## src/rtl/aclink_pkg.sv

```systemverilog
package aclink_pkg;
  localparam int CTL_W   = 16;
  localparam int STS_W   = 8;
  // control bit positions
  localparam int B_GPIE  = 0;
  localparam int B_COLD  = 1;
  localparam int B_WARM  = 2;
  localparam int B_SHUT  = 3;
  localparam int B_WIE   = 4;
  localparam int B_PMEEN = 5;
  localparam int B_LOOP  = 7;
  // status bit positions
  localparam int S_WAKE  = 4;
  localparam int S_PME   = 5;

  typedef struct packed {
    logic loop_en;
    logic pme_en;
    logic wake_ie;
    logic shut_en;
    logic gpi_ie;
  } ctl_fields_t;
endpackage

```

## src/rtl/aclink_rst_sync.sv

```systemverilog
module aclink_rst_sync (
  input  logic clk,
  input  logic arst_n,
  output logic srst_n
);
  logic [1:0] stage_q;

  always_ff @(posedge clk or negedge arst_n) begin
    if (!arst_n) stage_q <= 2'b00;
    else         stage_q <= {stage_q[0], 1'b1};
  end

  assign srst_n = stage_q[1];
endmodule

```

## src/rtl/aclink_bclk_mon.sv

```systemverilog
module aclink_bclk_mon #(
  parameter int STOP_IDLE = 64
) (
  input  logic clk,
  input  logic rst_n,
  input  logic bclk_in,
  output logic stopped
);
  localparam int CW = $clog2(STOP_IDLE + 1);
  localparam logic [CW-1:0] LIMIT = CW'(STOP_IDLE);

  logic [2:0]    sync_q;
  logic [CW-1:0] idle_q, idle_d;
  logic          edge_seen;

  always_ff @(posedge clk or negedge rst_n) begin
    if (!rst_n) sync_q <= 3'b000;
    else        sync_q <= {sync_q[1:0], bclk_in};
  end

  assign edge_seen = sync_q[2] ^ sync_q[1];

  always_comb begin
    idle_d = idle_q;
    if (edge_seen)            idle_d = '0;
    else if (idle_q != LIMIT) idle_d = idle_q + 1'b1;
  end

  always_ff @(posedge clk or negedge rst_n) begin
    if (!rst_n) idle_q <= '0;
    else        idle_q <= idle_d;
  end

  assign stopped = (idle_q == LIMIT);

  // an observed edge always clears the stopped indication
  a_r4_edge_restarts: assert property (@(posedge clk) disable iff (!rst_n)
    edge_seen |=> !stopped);
endmodule

```

## src/rtl/aclink_pulse_gen.sv

```systemverilog
module aclink_pulse_gen #(
  parameter int CYC = 300
) (
  input  logic clk,
  input  logic rst_n,
  input  logic start,
  output logic active
);
  localparam int CW = (CYC > 2) ? $clog2(CYC) : 1;
  localparam logic [CW-1:0] LOAD = CW'(CYC - 1);

  logic [CW-1:0] cnt_q, cnt_d;
  logic          act_d;

  always_comb begin
    cnt_d = cnt_q;
    act_d = active;
    if (!active && start) begin
      act_d = 1'b1;
      cnt_d = LOAD;
    end else if (active) begin
      if (cnt_q == '0) act_d = 1'b0;
      else             cnt_d = cnt_q - 1'b1;
    end
  end

  always_ff @(posedge clk or negedge rst_n) begin
    if (!rst_n) begin
      active <= 1'b0;
      cnt_q  <= '0;
    end else begin
      active <= act_d;
      cnt_q  <= cnt_d;
    end
  end

  // checker: independent width counter for the minimum-width rule
  logic [CW+1:0] width_q;
  always_ff @(posedge clk or negedge rst_n) begin
    if (!rst_n)                 width_q <= '0;
    else if (!active && start)  width_q <= 1;
    else if (active)            width_q <= width_q + 1'b1;
  end

  // every pulse lasts exactly CYC cycles
  a_r1_r2_pulse_width: assert property (@(posedge clk) disable iff (!rst_n)
    $fell(active) |-> ($past(width_q) == (CW+2)'(CYC)));
endmodule

```

## src/rtl/aclink_ctrl_regs.sv

```systemverilog
module aclink_ctrl_regs
  import aclink_pkg::*;
(
  input  logic             clk,
  input  logic             rst_n,
  input  logic             aux_rst_n,
  input  logic             wr_en,
  input  logic [CTL_W-1:0] wdata,
  input  logic             bclk_stopped,
  input  logic             cold_busy,
  input  logic             warm_busy,
  output logic             cold_start,
  output logic             warm_start,
  output ctl_fields_t      fields,
  output logic [CTL_W-1:0] rdata
);
  logic gpie_q, wie_q, loop_q, gpie_d, wie_d, loop_d;
  logic shut_q, pme_q, shut_d, pme_d;
  logic unused_rsvd;

  assign unused_rsvd = ^{wdata[15:8], wdata[6]};

  always_comb begin
    gpie_d = gpie_q;
    wie_d  = wie_q;
    loop_d = loop_q;
    shut_d = shut_q;
    pme_d  = pme_q;
    if (wr_en) begin
      gpie_d = wdata[B_GPIE];
      wie_d  = wdata[B_WIE];
      loop_d = wdata[B_LOOP];
      shut_d = wdata[B_SHUT];
      pme_d  = wdata[B_PMEEN];
    end
  end

  // main-reset domain
  always_ff @(posedge clk or negedge rst_n) begin
    if (!rst_n) begin
      gpie_q <= 1'b0;
      wie_q  <= 1'b0;
      loop_q <= 1'b0;
    end else begin
      gpie_q <= gpie_d;
      wie_q  <= wie_d;
      loop_q <= loop_d;
    end
  end

  // auxiliary-reset domain (sticky)
  always_ff @(posedge clk or negedge aux_rst_n) begin
    if (!aux_rst_n) begin
      shut_q <= 1'b0;
      pme_q  <= 1'b0;
    end else begin
      shut_q <= shut_d;
      pme_q  <= pme_d;
    end
  end

  assign cold_start = wr_en && wdata[B_COLD];
  assign warm_start = wr_en && wdata[B_WARM] && bclk_stopped;

  assign fields = '{loop_en: loop_q, pme_en: pme_q, wake_ie: wie_q,
                    shut_en: shut_q, gpi_ie: gpie_q};

  always_comb begin
    rdata          = '0;
    rdata[B_GPIE]  = gpie_q;
    rdata[B_COLD]  = cold_busy;
    rdata[B_WARM]  = warm_busy;
    rdata[B_SHUT]  = shut_q;
    rdata[B_WIE]   = wie_q;
    rdata[B_PMEEN] = pme_q;
    rdata[B_LOOP]  = loop_q;
  end

  // a warm request with the bit clock running never starts a pulse
  a_r3_warm_ignored: assert property (@(posedge clk) disable iff (!rst_n)
    (wr_en && wdata[B_WARM] && !bclk_stopped && !warm_busy) |=> !warm_busy);
endmodule

```

## src/rtl/aclink_wake_det.sv

```systemverilog
module aclink_wake_det
  import aclink_pkg::*;
(
  input  logic             clk,
  input  logic             rst_n,
  input  logic             aux_rst_n,
  input  logic             sdin_pin,
  input  logic             link_off,
  input  logic             wake_ie,
  input  logic             pme_en,
  input  logic             sts_wr,
  input  logic [STS_W-1:0] sts_wdata,
  output logic [STS_W-1:0] sts_rdata,
  output logic             wake_irq,
  output logic             pme_req
);
  logic [2:0] sd_q;
  logic       rise, wake_q, wake_d, pme_q, pme_d;
  logic       unused_sts;

  assign unused_sts = ^{sts_wdata[7:6], sts_wdata[3:0]};

  always_ff @(posedge clk or negedge rst_n) begin
    if (!rst_n) sd_q <= 3'b000;
    else        sd_q <= {sd_q[1:0], sdin_pin};
  end

  assign rise = sd_q[1] && !sd_q[2];

  always_comb begin
    wake_d = wake_q;
    pme_d  = pme_q;
    if (sts_wr && sts_wdata[S_WAKE]) wake_d = 1'b0;
    if (sts_wr && sts_wdata[S_PME])  pme_d  = 1'b0;
    if (rise && link_off) begin
      wake_d = 1'b1;
      if (pme_en) pme_d = 1'b1;
    end
  end

  always_ff @(posedge clk or negedge rst_n) begin
    if (!rst_n) wake_q <= 1'b0;
    else        wake_q <= wake_d;
  end

  always_ff @(posedge clk or negedge aux_rst_n) begin
    if (!aux_rst_n) pme_q <= 1'b0;
    else            pme_q <= pme_d;
  end

  always_comb begin
    sts_rdata         = '0;
    sts_rdata[S_WAKE] = wake_q;
    sts_rdata[S_PME]  = pme_q;
  end

  assign wake_irq = wake_q && wake_ie;
  assign pme_req  = pme_q;

  // wake status is only ever set out of the shut-off state
  a_r6_wake_armed: assert property (@(posedge clk) disable iff (!rst_n)
    $rose(wake_q) |-> $past(link_off));
  // PME status is only set when its enable was on
  a_r7_pme_gated: assert property (@(posedge clk) disable iff (!rst_n || !aux_rst_n)
    $rose(pme_q) |-> $past(pme_en));
endmodule

```

## src/rtl/aclink_pm_ctrl.sv

```systemverilog
module aclink_pm_ctrl
  import aclink_pkg::*;
#(
  parameter int CLK_KHZ   = 250000,
  parameter int PULSE_NS  = 1200,
  parameter int STOP_IDLE = 64
) (
  input  logic        clk,
  input  logic        rst_n,
  input  logic        aux_rst_n,
  input  logic        ctrl_wr,
  input  logic [15:0] ctrl_wdata,
  output logic [15:0] ctrl_rdata,
  input  logic        sts_wr,
  input  logic [7:0]  sts_wdata,
  output logic [7:0]  sts_rdata,
  input  logic        bclk_in,
  output logic        bclk_stopped,
  input  logic        sync_core,
  input  logic        sdata_out_core,
  input  logic        sdata_in_pin,
  output logic        sdata_in_core,
  output logic        codec_rst_n,
  output logic        sync_out,
  output logic        sdata_out_pin,
  output logic        line_in_en,
  input  logic        gpi_sts,
  output logic        gpi_irq,
  output logic        wake_irq,
  output logic        pme_req
);
  localparam longint PROD      = longint'(PULSE_NS) * longint'(CLK_KHZ);
  localparam int     PULSE_CYC = int'((PROD + 64'd999999) / 64'd1000000);

  logic        rst_n_s, aux_n_s;
  logic        cold_start, warm_start, cold_act, warm_act, link_off;
  logic        gpi_prev_q, gpi_irq_d;
  ctl_fields_t fld;

  aclink_rst_sync u_rs_main (.clk(clk), .arst_n(rst_n),     .srst_n(rst_n_s));
  aclink_rst_sync u_rs_aux  (.clk(clk), .arst_n(aux_rst_n), .srst_n(aux_n_s));

  aclink_bclk_mon #(.STOP_IDLE(STOP_IDLE)) u_mon (
    .clk(clk), .rst_n(rst_n_s), .bclk_in(bclk_in), .stopped(bclk_stopped));

  aclink_ctrl_regs u_regs (
    .clk(clk), .rst_n(rst_n_s), .aux_rst_n(aux_n_s),
    .wr_en(ctrl_wr), .wdata(ctrl_wdata), .bclk_stopped(bclk_stopped),
    .cold_busy(cold_act), .warm_busy(warm_act),
    .cold_start(cold_start), .warm_start(warm_start),
    .fields(fld), .rdata(ctrl_rdata));

  aclink_pulse_gen #(.CYC(PULSE_CYC)) u_cold (
    .clk(clk), .rst_n(rst_n_s), .start(cold_start), .active(cold_act));
  aclink_pulse_gen #(.CYC(PULSE_CYC)) u_warm (
    .clk(clk), .rst_n(rst_n_s), .start(warm_start), .active(warm_act));

  assign link_off = fld.shut_en && bclk_stopped;

  aclink_wake_det u_wake (
    .clk(clk), .rst_n(rst_n_s), .aux_rst_n(aux_n_s),
    .sdin_pin(sdata_in_pin), .link_off(link_off),
    .wake_ie(fld.wake_ie), .pme_en(fld.pme_en),
    .sts_wr(sts_wr), .sts_wdata(sts_wdata), .sts_rdata(sts_rdata),
    .wake_irq(wake_irq), .pme_req(pme_req));

  // link pin drive
  assign codec_rst_n   = !(cold_act || link_off);
  assign sync_out      = warm_act || (sync_core && !link_off);
  assign sdata_out_pin = sdata_out_core && !link_off;
  assign line_in_en    = !link_off;
  assign sdata_in_core = fld.loop_en ? sdata_out_core : sdata_in_pin;

  // GPI change interrupt
  assign gpi_irq_d = fld.gpi_ie && (gpi_sts != gpi_prev_q);

  always_ff @(posedge clk or negedge rst_n_s) begin
    if (!rst_n_s) begin
      gpi_prev_q <= 1'b0;
      gpi_irq    <= 1'b0;
    end else begin
      gpi_prev_q <= gpi_sts;
      gpi_irq    <= gpi_irq_d;
    end
  end

  // shut-off with stopped clock holds every link output low
  a_r5_shut_low: assert property (@(posedge clk) disable iff (!rst_n_s)
    (link_off && !warm_act) |-> (!sync_out && !codec_rst_n && !sdata_out_pin && !line_in_en));
  // a GPI interrupt needs the enable in the previous cycle
  a_r9_gpi_gated: assert property (@(posedge clk) disable iff (!rst_n_s)
    gpi_irq |-> $past(fld.gpi_ie));
  // warm pulse only begins while the bit clock is stopped
  a_r2_warm_needs_stop: assert property (@(posedge clk) disable iff (!rst_n_s)
    $rose(warm_act) |-> $past(bclk_stopped));
endmodule

```

## config.mk

```make
export PLATFORM = sky130hd
export DESIGN_NAME = aclink_pm_ctrl
export DESIGN_NICKNAME = d
export VERILOG_FILES = /design/src/rtl/aclink_pkg.sv /design/src/rtl/aclink_rst_sync.sv /design/src/rtl/aclink_bclk_mon.sv /design/src/rtl/aclink_pulse_gen.sv /design/src/rtl/aclink_ctrl_regs.sv /design/src/rtl/aclink_wake_det.sv /design/src/rtl/aclink_pm_ctrl.sv
export SDC_FILE = /design/constraint.sdc
export NUM_CORES = 1
export LEC_CHECK = 0
export ABC_AREA = 1
export CORE_UTILIZATION = 30
export CTS_CLUSTER_SIZE = 28
export DETAILED_ROUTE_END_ITERATION = 12
export PLACE_DENSITY_LB_ADDON = 0.25
export SYNTH_ARGS = -nofsm -noshare
export SYNTH_HDL_FRONTEND = slang
export SYNTH_SLANG_ARGS = --single-unit
export TNS_END_PERCENT = 30
```

## constraint.sdc

```tcl
create_clock -name clk -period 1.3 [get_ports clk]
set_input_delay 0.26 -clock clk [delete_from_list [all_inputs] [get_ports clk]]
set_output_delay 0.26 -clock clk [all_outputs]
set_load 0.02 [all_outputs]
```

# Word-level counts from Yosys, hierarchy flattened
# Index checks and enable logic that the tools add are counted.
[word_totals] reg_bits=46 wordCells=76
[op_classes] n_eq_ne=5 mux=20 n_reduce_logical=29 bitwise=1 addsub=3
[op_table] op="two-way mux 9 bit" count=6
[op_table] op="logical NOT 9 bit" count=2
[op_table] op="subtractor 9 x 1 -> 9 bit (second input constant)" count=2
[op_table] op="logical AND 1 bit" count=14
[op_table] op="two-way mux 7 bit" count=2
[op_table] op="two-way mux 1 bit" count=12
[op_table] op="nonzero test 2 bit" count=4
[op_table] op="adder 7 x 1 -> 7 bit (second input constant)" count=1
[op_table] op="equality test 7 bit (second input constant)" count=1
[op_table] op="inequality test 7 bit (second input constant)" count=1
[op_table] op="logical NOT 1 bit" count=5
[op_table] op="inequality test 2 bit (second input constant)" count=2
[op_table] op="AND reduction 2 bit" count=2
[op_table] op="logical OR 1 bit" count=2
[op_table] op="inequality test 1 bit" count=1
[op_table] op="bitwise XOR 1 bit" count=1

# Logic depth before layout (Yosys ltp)
# Gate-level depths: netlist of the first run.
[logic_depth] ltp_word=5 mapped_depth=9 ltp_nobuf=9

# Cells and area by module
# From an unflattened synthesis of the first run, not the netlist that was laid out.
[unflattened] cells_unflattened=313 area_unflattened_um2=2531.2
[modules_own_cells] mod="aclink_pulse_gen" area_each_um2=604.3 instances=2 cells_per_inst=80
[modules_own_cells] mod="aclink_bclk_mon" area_each_um2=495.5 instances=1 cells_per_inst=56
[modules_own_cells] mod="aclink_ctrl_regs" area_each_um2=370.4 instances=1 cells_per_inst=49
[modules_own_cells] mod="aclink_wake_det" area_each_um2=234.0 instances=1 cells_per_inst=25
[modules_own_cells] mod="aclink_pm_ctrl" area_each_um2=115.1 instances=1 cells_per_inst=17
[modules_own_cells] mod="aclink_rst_sync" area_each_um2=53.8 instances=2 cells_per_inst=3

# Worst setup path after synthesis of the first run
# OpenSTA, ideal clock, no wires.
[synth_path] path_type="register to output" start="register u_mon.idle_q[0]" end="output sync_out" t_arrival_ns=1.318 path_buffers=0 path_stages_with_launch=10 path_slack_ns=-0.278 required_time_ns=1.040 cell_sequence="dfrtp_1 > inv_1 > ha_1 > nand2_1 > nor2_2 > nand2_2 > nor2_4 > inv_2 > nand2_1 > nand2_1"
[synth_between] elab_chain_len=5
[synth_rtl] item="start, declared" line_no="aclink_bclk_mon.sv:13" rtl="logic [CW-1:0] idle_q, idle_d;"
[synth_rtl] item="start signal, assigned" line_no="aclink_bclk_mon.sv:31" rtl="else idle_q <= idle_d;"
[synth_rtl] item="equality test 7 bit" line_no="aclink_bclk_mon.sv:34" rtl="assign stopped = (idle_q == LIMIT);"
[synth_rtl] item="logical AND 1 bit" line_no="aclink_pm_ctrl.sv:58" rtl="assign link_off = fld.shut_en && bclk_stopped;"
[synth_rtl] item="logical NOT 1 bit"
[synth_rtl] item="named net line_in_en" line_no="aclink_pm_ctrl.sv:26" rtl="output logic line_in_en,"
[synth_rtl] item="logical AND 1 bit" line_no="aclink_pm_ctrl.sv:69" rtl="assign sync_out = warm_act || (sync_core && !link_off);"
[synth_rtl] item="logical OR 1 bit" line_no="aclink_pm_ctrl.sv:69"
[synth_rtl] item="end, declared" line_no="aclink_pm_ctrl.sv:24" rtl="output logic sync_out,"
# The timed path passes the listed nets, and every way through them passes these cells.

# Worst setup path after layout of the first run
[layout_path] start="register u_mon.idle_q[0]" end="output codec_rst_n"
[layout_between] elab_chain_len=4
[layout_rtl] item="equality test 7 bit" line_no="aclink_bclk_mon.sv:34"
[layout_rtl] item="logical AND 1 bit" line_no="aclink_pm_ctrl.sv:58"
[layout_rtl] item="logical OR 1 bit" line_no="aclink_pm_ctrl.sv:68" rtl="assign codec_rst_n = !(cold_act || link_off);"
[layout_rtl] item="logical NOT 1 bit" line_no="aclink_pm_ctrl.sv:68"
[layout_rtl] item="end, declared" line_no="aclink_pm_ctrl.sv:23" rtl="output logic codec_rst_n,"
# No other way between the ends.

==> metrics, run 1 <==
top-count cell post-synth nand2_1; worst reg2reg path depth 10; setup_tns -3.71 ns; delay-heaviest family, CP simple AND/OR/NAND/NOR gates; Gate power share 14.2%; clk sinks 46; worst clock skew 0.00454 ns; Clk pin slew, worst setup/hold paths 0.09 ns; Overflow after GRT 0; WL final 5000 um; I/O pin total 67; Post-DRT Antenna Nets 0; TritonCTS clock tree yes; H-tree levels 2; gpl congestion 0.776; Syn Area/Cell 8.53 um2; hpwl dp 3510 um; clock buffer depth 2; Core Box Area 7810 um2; reg-to-reg critical path startpoint u_mon.idle_q[0]; clock share of power 31.4%; Setup crit start kind flop; PortBufs 36; prevailing post-synth register cell dfrtp_1; Internal 0.00204 W; #FFs+latches synth 46; TritonCTS Buffers 5; die extent in x 92.5 um; synthesized area 2460 um2; initial antenna violation count 0; largest net degree at the start of global routing 40; top post-synthesis cells by count nand2_1, dfrtp_1, nand3_1, inv_1, buf_4; vias in the first global route 1984; Yosys warning count 0; WP buf/inv 3; r2r setup slk -0.15 ns; register area share after synthesis 46.9%; Hold Vio Cnt, Final 0; Skew-Pair Late Insertion Delay 0.30 ns; Yosys top cell area share 46.9%; Non-Filler Instances 474; Sequential cell area 1150 um2; Critical Path AT 1.60 ns; Pre-antenna DRT Iters 4; chip height 92.5 um; minimum clock period 1.86 ns; violated checks negative setup slack; wire per inst 10.6 um; Mapped Cells 288; sw power 0.000733 W; CP max-delay cell dfrtp_1; worst reg2reg path endpoint u_warm.cnt_q[1]; vias per cell 4.32; Pleak 1.67 nW; Setup WS post-layout -0.559 ns; dpl cells 457; clock root buffer master clkbuf_8; # DRC 0; Synth cell types 28; final instance area 3430 um2; vias 2047; CP cell instances inv_2, ha_4, nand2_4, nor2_4, nand2_4, nor2_4, buf_4, nor2_2, buf_6; CP peak stage delay 0.40 ns; first-pass GRT wire length 8670 um; Tcrit/Tclk final 143%; asr flop ratio synth 100%; critical path class reg -> out; # rows 32; Post-synth EDFFs 0; total track usage 12.7%; Starting Density 31.5%; layout cells sized above 1 33.6%; worst hold path class reg -> async; sequential fraction of design power 54.4%; Sw Ratio 26.5%; Worst Path Max Fanout 4; die area 8550 um2; Area Growth Syn to Fin 39.5%; P per Cell Area 808 nW/um2; area leader, netlist dfrtp_1; CP required 1.04 ns; Detailed Route Iter0 Violations 44; Setup-failing EPs final 19; Post-DP Area 3140 um2; final net count 409; final core occ 43.9%; Overall Power 0.00277 W; largest cells by area after synthesis dfrtp_1, nand2_1, buf_4; max-cap viol count 0; RSZ-0062 raised after global routing yes; multi-input logic area 1170 um2; FILL cells 779; final slew viol count 0; VDD IR-drop max 0.000448 V; achievable frequency 538 MHz; Diodes inserted 0; status finished with violations; Setup crit end kind primary output
## kinds of logic (layout without fill, tap and decap cells)
logic type | after synthesis | in the layout | synth area share [%]
AOI/OAI and AO/OA | 18 | 18 | 3.77
xor gates and xnor gates | 6 | 6 | 2.14
adders and majority gates | 4 | 4 | 2.04
buffers and inverters | 61 | 129 | 13.4
DFF | 46 | 46 | 46.9
muxes | 2 | 2 | 0.917
other | 2 | 17 | 0.306
and+or+nand+nor | 149 | 150 | 30.5
## state kept, by name, indices dropped and copies added (netlist names), 2 cells and up
| signal | cells |
|---|---|
| u_cold.cnt_q | 9 |
| u_mon.idle_q | 7 |
| u_mon.sync_q | 3 |
| u_rs_aux.stage_q | 2 |
| u_rs_main.stage_q | 2 |
| u_wake.sd_q | 3 |
| u_warm.cnt_q | 9 |
## power by group through the flow
stage	logic [W]	registers, W	clock network, W
finish	0.000392	0.00151	0.000870
global route	0.000432	0.00151	0.000959
CTS	0.000349	0.00151	0.000913
detailed placement	0.000362	0.00153	0
global placement	0.000360	0.00153	0
floorplan	0.000201	0.00156	0
## how the worst max path moves through the flow
stage               startpoint           to  slack, ns  depth (start not counted)
2_1_floorplan  u_mon.idle_q[0]     sync_out      -0.25                          9
3_3_place_gp   u_mon.idle_q[0]     sync_out      -0.63                         10
3_5_place_dp   u_mon.idle_q[0]     sync_out      -0.66                         10
4_1_cts        u_mon.idle_q[0]     sync_out      -0.63                         10
5_1_grt        u_mon.idle_q[0]     sync_out      -0.67                         10
6_report       u_mon.idle_q[0]  codec_rst_n      -0.56                          9
## cells in the final DEF, fill, tap and decap left out, types with 8 or more instances in the layout
cell type and count:
inv_2 11, nand3_1 29, nand2_1 56, dfrtp_1 46
nand3_2 8, o21ai_0 8, inv_1 22, clkdlybuf4s50_1 17
conb_1 17, buf_4 50, nor2_1 18
## worst register-to-register path, stage by stage (launching register included)
cell and delay, ns:
dfrtp_1 0.40, inv_2 0.08, ha_4 0.13, nand2_4 0.05, nor2_4 0.10, buf_4 0.12, buf_6 0.11, nand3b_4 0.16
nand2_4 0.13, nand2_1 0.05, nand2_1 0.05
## layout make-up
class / instances / area share [%]
Sequential cell: 46 / 33.6
Tap cell: 102 / 3.73
Inverter: 34 / 3.80
Timing Repair Buffer: 87 / 22.1
Clock inverter: 2 / 0.402
Clock buffer: 6 / 2.12
Multi-Input combinational cell: 197 / 34.3
## per-stage QoR
stage	hold WS [ns]	worst slack [ns]
finish	0.0393	-0.559
floorplan	-0.0356	-0.253
detailed placement	0.0361	-0.663
global route	0.0621	-0.669
global placement	0.0432	-0.635
CTS	0.0444	-0.633
## routing by layer
metal | vias up | part of all wire (%) | global-route usage (%)
li1 | 1047 | - | -
met1 | 953 | 47 | 16.3
met2 | 38 | 48 | 21.3
met3 | 9 | 3.0 | 2.71
met4 | 0 | 1.9 | 3.91
met5 | - | 0 | 0
## timing repair
action                     in CTS  in global routing
setup endpoints to repair      35                 37
gates resized for setup        66                 43
setup buffers                   5                  6
hold buffers                    0                  0
cloned                          0                  1
pin swaps                       8                 16
No activity file was read; power rests on OpenSTA's default activity.
==> run 2, diff against run 1 <==
- CORE_MARGIN: unset -> 10
==> metrics, run 2 (synthesis gave the netlist of run 1 again) <==
status finished with violations (unchanged); violated checks negative setup slack (unchanged); hold slack 0.0445 ns (was 0.0393 ns); critical path class reg -> out (unchanged); RSZ-0062 raised after global routing yes (unchanged); vias in the first global route 2078 (was 1984); layout cells sized above 1 34.9% (was 33.6%); vias 2086 (was 2047); Post-DRT Antenna Nets 0 (unchanged); # rows 32 (unchanged); Internal 0.00228 W (was 0.00204 W); Gate power share 13.5% (was 14.2%); Pre-antenna DRT Iters 5 (was 4); Skew-Pair Late Insertion Delay 0.30 ns (about the same); Overflow after GRT 0 (unchanged); Pleak 1.71 nW (was 1.67 nW); FILL cells 786 (was 779); most common cell after layout, fill and taps aside nand2_1 (unchanged); most used cell, CP nand2_2; Tcrit/Tclk final 141% (was 143%); first-pass GRT wire length 9820 um (was 8670 um); dpl cells 460 (was 457); TritonCTS Buffers 5 (unchanged); achievable frequency 544 MHz (was 538 MHz); clk sinks 46 (unchanged); gpl congestion 0.756 (was 0.776); die area 12200 um2 (was 8550 um2); sequential fraction of design power 49.8% (was 54.4%); Critical Path AT 1.58 ns (was 1.60 ns); clock share of power 36.7% (was 31.4%); Setup crit end kind primary output (unchanged); vias per cell 4.35 (was 4.32); Sequential cell area 1150 um2 (unchanged); delay-heaviest family, CP simple AND/OR/NAND/NOR gates (unchanged); hpwl dp 4250 um (was 3510 um); Core Box Area 7850 um2 (was 7810 um2); H-tree levels 2 (unchanged); worst hold path class reg -> async (unchanged); Diodes inserted 0 (unchanged); CP cell instances inv_1, ha_4, nand2_4, nor2_4, nand2_2, nor2_4, inv_2, nand2_2, nand2_2, buf_6 (was inv_2, ha_4, nand2_4, nor2_4, nand2_4, nor2_4, buf_4, nor2_2, buf_6); clock buffer depth 2 (unchanged); Detailed Route Iter0 Violations 94 (was 44); final net count 416 (was 409); Clk pin slew, worst setup/hold paths 0.09 ns (about the same); WL final 5850 um (was 5000 um); most frequent cells in the layout nand2_1, buf_4, dfrtp_1 (unchanged); Starting Density 31.3% (was 31.5%); CP required 1.04 ns (about the same); wire per inst 12.2 um (was 10.6 um); worst clock skew 0.00936 ns (was 0.00454 ns); P per Cell Area 867 nW/um2 (was 808 nW/um2); VDD IR-drop max 0.000433 V (was 0.000448 V); largest net degree at the start of global routing 40 (unchanged); initial antenna violation count 0 (unchanged); Non-Filler Instances 480 (was 474); multi-input logic area 1160 um2 (was 1170 um2); top flop regs u_cold.cnt_q: 9 flops, u_warm.cnt_q: 9 flops, u_mon.idle_q: 7 flops (unchanged); Setup-failing EPs final 24 (was 19); TritonCTS clock tree yes (unchanged); die extent in x 110 um (was 92.5 um); reg-to-reg critical path startpoint u_mon.idle_q[1] (was u_mon.idle_q[0]); Hold Vio Cnt, Final 0 (unchanged); # DRC 0 (unchanged); WP buf/inv 3 (unchanged); sw power 0.000745 W (was 0.000733 W); Sw Ratio 24.6% (was 26.5%); Worst Path Max Fanout 3 (was 4); CP max-delay cell dfrtp_1 (unchanged); final slew viol count 0 (unchanged); max-cap viol count 0 (unchanged); I/O pin total 67 (unchanged); Setup crit start kind flop (unchanged); PortBufs 36 (unchanged); final core occ 44.5% (was 43.9%); chip height 110 um (was 92.5 um); minimum clock period 1.84 ns (was 1.86 ns); worst setup path startpoint u_mon.idle_q[1] (was u_mon.idle_q[0]); clock root buffer master clkbuf_8 (unchanged); CP peak stage delay 0.39 ns (was 0.40 ns); Area Growth Syn to Fin 42.2% (was 39.5%); Setup WS post-layout -0.539 ns (was -0.559 ns); total track usage 9.40% (was 12.7%)
-- run 2: worst paths after layout --
path	slack (ns)	to	cells after the start
setup / recovery	-0.54	sync_out	10
hold / removal	0.04	u_regs.pme_q	0
setup reg to reg	-0.39	u_warm.cnt_q[0]	12
hold reg to reg	0.04	u_regs.pme_q	0
max in group asynchronous	0.86	u_warm.cnt_q[7]	1
min in group clk	0.35	u_rs_aux.stage_q[1]	0
-- run 2: worst reg2reg max path: cells and delay by family, from the launching register on --
family,cells,cell delay [ns]
simple gates,4,0.30
buf+inv,7,0.75
flops,1,0.36
fa+ha+maj,1,0.16
-- run 2: routing by layer --
layer	GRT usage (%)	vias up	routed length [um]
li1	-	1059	-
met1	10.9	983	2590
met2	16.0	38	2960
met3	2.92	6	249
met4	3.11	0	47
met5	0	-	0
-- run 2: per-stage QoR --
step	setup TNS, ns	setup slack, ns	power [W]	instance area [um2]
detailed placement	-7.23	-0.637	0.00191	3160
floorplan	-1.07	-0.253	0.00176	2510
CTS	-7.35	-0.606	0.00303	3360
global placement	-7.08	-0.607	0.00190	3160
global route	-8.96	-0.641	0.00317	3490
finish	-6.76	-0.539	0.00303	3490
-- run 2: power groups by stage --
stage	Sequential, W	Combinational, W	Clock, W
final	0.00151	0.000408	0.00111
after detailed placement	0.00153	0.000372	0
after global routing	0.00151	0.000449	0.00121
after CTS	0.00151	0.000374	0.00115
after floorplan	0.00156	0.000201	0
after global placement	0.00153	0.000367	0
-- run 2: layout make-up --
class / count / share of cell area [%]
sequential: 46 / 33.0
clock buffer: 6 / 2.36
clock inverter: 1 / 0.860
tap: 102 / 3.65
inverter: 34 / 3.73
multi-input combinational: 197 / 33.3
timing repair buffer: 94 / 23.1
-- run 2: timing repair --
item | in CTS | in global routing
hold buffers | 0 | 0
cloned | 0 | 1
endpoints found under the setup margin | 36 | 33
pin swaps | 8 | 8
buffers inserted | 8 | 5
hold endpoints to repair | 0 | 0
gates resized for setup | 84 | 30
==> run 3, diff against run 2 <==
- HOLD_SLACK_MARGIN: unset -> 0.05
- clock period: 1.3 -> 1.75 ns (I/O delays scaled with it)
==> metrics, run 3 (synthesis gave the netlist of run 1 again) <==
TritonCTS clock tree yes (unchanged); worst reg2reg path endpoint u_warm.cnt_q[3] (was u_warm.cnt_q[0]); Critical Path AT 1.56 ns (was 1.58 ns); clock root buffer master clkbuf_8 (unchanged); initial antenna violation count 0 (unchanged); Internal 0.00149 W (was 0.00228 W); CP required 1.40 ns (was 1.04 ns); TritonCTS Buffers 5 (unchanged); Area Growth Syn to Fin 26.1% (was 42.2%); Rel. slew slack 66.7%; Skew-Pair Late Insertion Delay 0.29 ns (was 0.30 ns); Worst Path Max Fanout 3 (unchanged); # rows 32 (unchanged); clock share of power 30.8% (was 36.7%); final instance area 3100 um2 (was 3490 um2); Post-DP Area 2920 um2 (was 3160 um2); sequential fraction of design power 55.5% (was 49.8%); top flop regs u_cold.cnt_q: 9 flops, u_warm.cnt_q: 9 flops, u_mon.idle_q: 7 flops (unchanged); total track usage 8.46% (was 9.40%); # DRC 0 (unchanged); clk sinks 46 (unchanged); Clk pin slew, worst setup/hold paths 0.08 ns (was 0.09 ns); worst hold path class in -> async (was reg -> async); Starting Density 31.3% (unchanged); Pre-antenna DRT Iters 4 (was 5); Sw Ratio 25.7% (was 24.6%); Tcrit/Tclk final 109%; Diodes inserted 0 (unchanged); die area 12200 um2 (unchanged); Hold Vio Cnt, Final 0 (unchanged); vias 1888 (was 2086); vias in the first global route 1871 (was 2078); sw power 0.000518 W (was 0.000745 W); worst reg2reg path depth 13 (was 12); H-tree levels 2 (unchanged); most used cell, CP nand2_2 (unchanged); hpwl dp 3790 um (was 4250 um); Setup-failing EPs final 7 (was 24); RSZ-0062 raised after global routing yes (unchanged); most frequent cells in the layout nand2_1, dfrtp_1, nand3_1 (was nand2_1, buf_4, dfrtp_1); worst clock skew 0.00752 ns (was 0.00936 ns); layout cells sized above 1 19.9% (was 34.9%); WL final 5080 um (was 5850 um); minimum clock period 1.91 ns; Setup WS post-layout -0.159 ns (was -0.539 ns); VDD IR-drop max 0.000318 V (was 0.000433 V); Worst-Margin Slew 0.500 ns; Core Box Area 7850 um2 (unchanged); Setup crit start kind flop (unchanged); clock buffer depth 2 (unchanged); r2r setup slk -0.01 ns (was -0.39 ns); Setup crit end kind primary output (unchanged); Overflow after GRT 0 (unchanged); die extent in x 110 um (unchanged); CP cell instances inv_2, ha_4, nand2_4, nor2_4, nand2_2, nor2_4, inv_2, nand2_2, nand2_2, buf_6 (was inv_1, ha_4, nand2_4, nor2_4, nand2_2, nor2_4, inv_2, nand2_2, nand2_2, buf_6); PortBufs 36 (unchanged); Pleak 1.49 nW (was 1.71 nW); I/O pin total 67 (unchanged); gpl congestion 0.735 (was 0.756); achievable frequency 524 MHz; critical path class reg -> out (unchanged); first-pass GRT wire length 8870 um (was 9820 um); largest net degree at the start of global routing 40 (unchanged); most common cell after layout, fill and taps aside nand2_1 (unchanged); final net count 380 (was 416); max-cap viol count 0 (unchanged); final slew viol count 0 (unchanged); P per Cell Area 650 nW/um2 (was 867 nW/um2); wire per inst 11.4 um (was 12.2 um); Gate power share 13.7% (was 13.5%); pre-CTS setup slack -0.312 ns (was -0.637 ns); Post-DRT Antenna Nets 0 (unchanged); chip height 110 um (unchanged); CP peak stage delay 0.40 ns (was 0.39 ns); reg-to-reg critical path startpoint u_mon.idle_q[1] (unchanged); CP max-delay cell dfrtp_1 (unchanged); violated checks negative setup slack (unchanged); FILL cells 826 (was 786); status finished with violations (unchanged); vias per cell 4.25 (was 4.35); Detailed Route Iter0 Violations 50 (was 94)
## run 3: cell type report
class                      count  area, um2  share of cell area [%]
sequential                    46       1150                    37.2
multi-input combinational    196       1080                    34.7
timing repair buffer          59        534                    17.3
inverter                      34        128                    4.12
tap                          102        128                    4.12
clock buffer                   6       72.6                    2.34
clock inverter                 1       7.51                   0.242
## run 3: how the worst max path moves through the flow
stage                               start       end  slack [ns]  cells past startpoint
after floorplan           u_mon.idle_q[0]  sync_out        0.08                      9
after global placement    u_mon.idle_q[0]  sync_out       -0.30                     10
after detailed placement  u_mon.idle_q[0]  sync_out       -0.31                     10
after CTS                 u_mon.idle_q[1]  sync_out       -0.27                     10
after global routing      u_mon.idle_q[0]  sync_out       -0.25                     10
final                     u_mon.idle_q[1]  sync_out       -0.16                     10
## run 3: timing repair
action | CTS | global route
endpoints found under the setup margin | 9 | 16
pin swaps | 5 | 4
hold buffers | 1 | 0
hold endpoints to repair | 3 | 0
setup buffers | 4 | 2
gates resized for setup | 37 | 13
## run 3: per-stage QoR
stage / util (%) / cells / total power [W] / setup TNS, ns / hold WS (ns)
4_1_cts: 38.9 / 442 / 0.00205 / -1.02 / 0.210
2_1_floorplan: - / 303 / 0.00131 / 0 / 0.0265
3_3_place_gp: 37.2 / 430 / 0.00139 / -1.43 / 0.0418
6_report: 39.5 / 444 / 0.00201 / -0.589 / 0.218
5_1_grt: 39.5 / 444 / 0.00213 / -1.70 / 0.208
3_5_place_dp: 37.2 / 430 / 0.00140 / -1.51 / 0.0359
## run 3: worst max-delay path: cells and delay by family, from the launching register on
family        cells  cell delay, ns
buf+inv           3            0.27
flops             1            0.40
simple gates      6            0.45
fa+ha+maj         1            0.13
## run 3: power groups by stage
| stage | clock network (W) | logic, W | registers (W) |
|---|---|---|---|
| 4_1_cts | 0.000659 | 0.000277 | 0.00112 |
| 3_3_place_gp | 0 | 0.000253 | 0.00114 |
| 3_5_place_dp | 0 | 0.000257 | 0.00114 |
| 2_1_floorplan | 0 | 0.000149 | 0.00116 |
| 6_report | 0.000620 | 0.000275 | 0.00112 |
| 5_1_grt | 0.000702 | 0.000303 | 0.00112 |
## run 3: per-layer routing
metal	wire [um]	GRT usage (%)	vias up
li1	-	-	978
met2	2370	13.5	33
met5	0	0	-
met1	2360	10.3	872
met4	61	3.11	0
met3	280	2.92	5
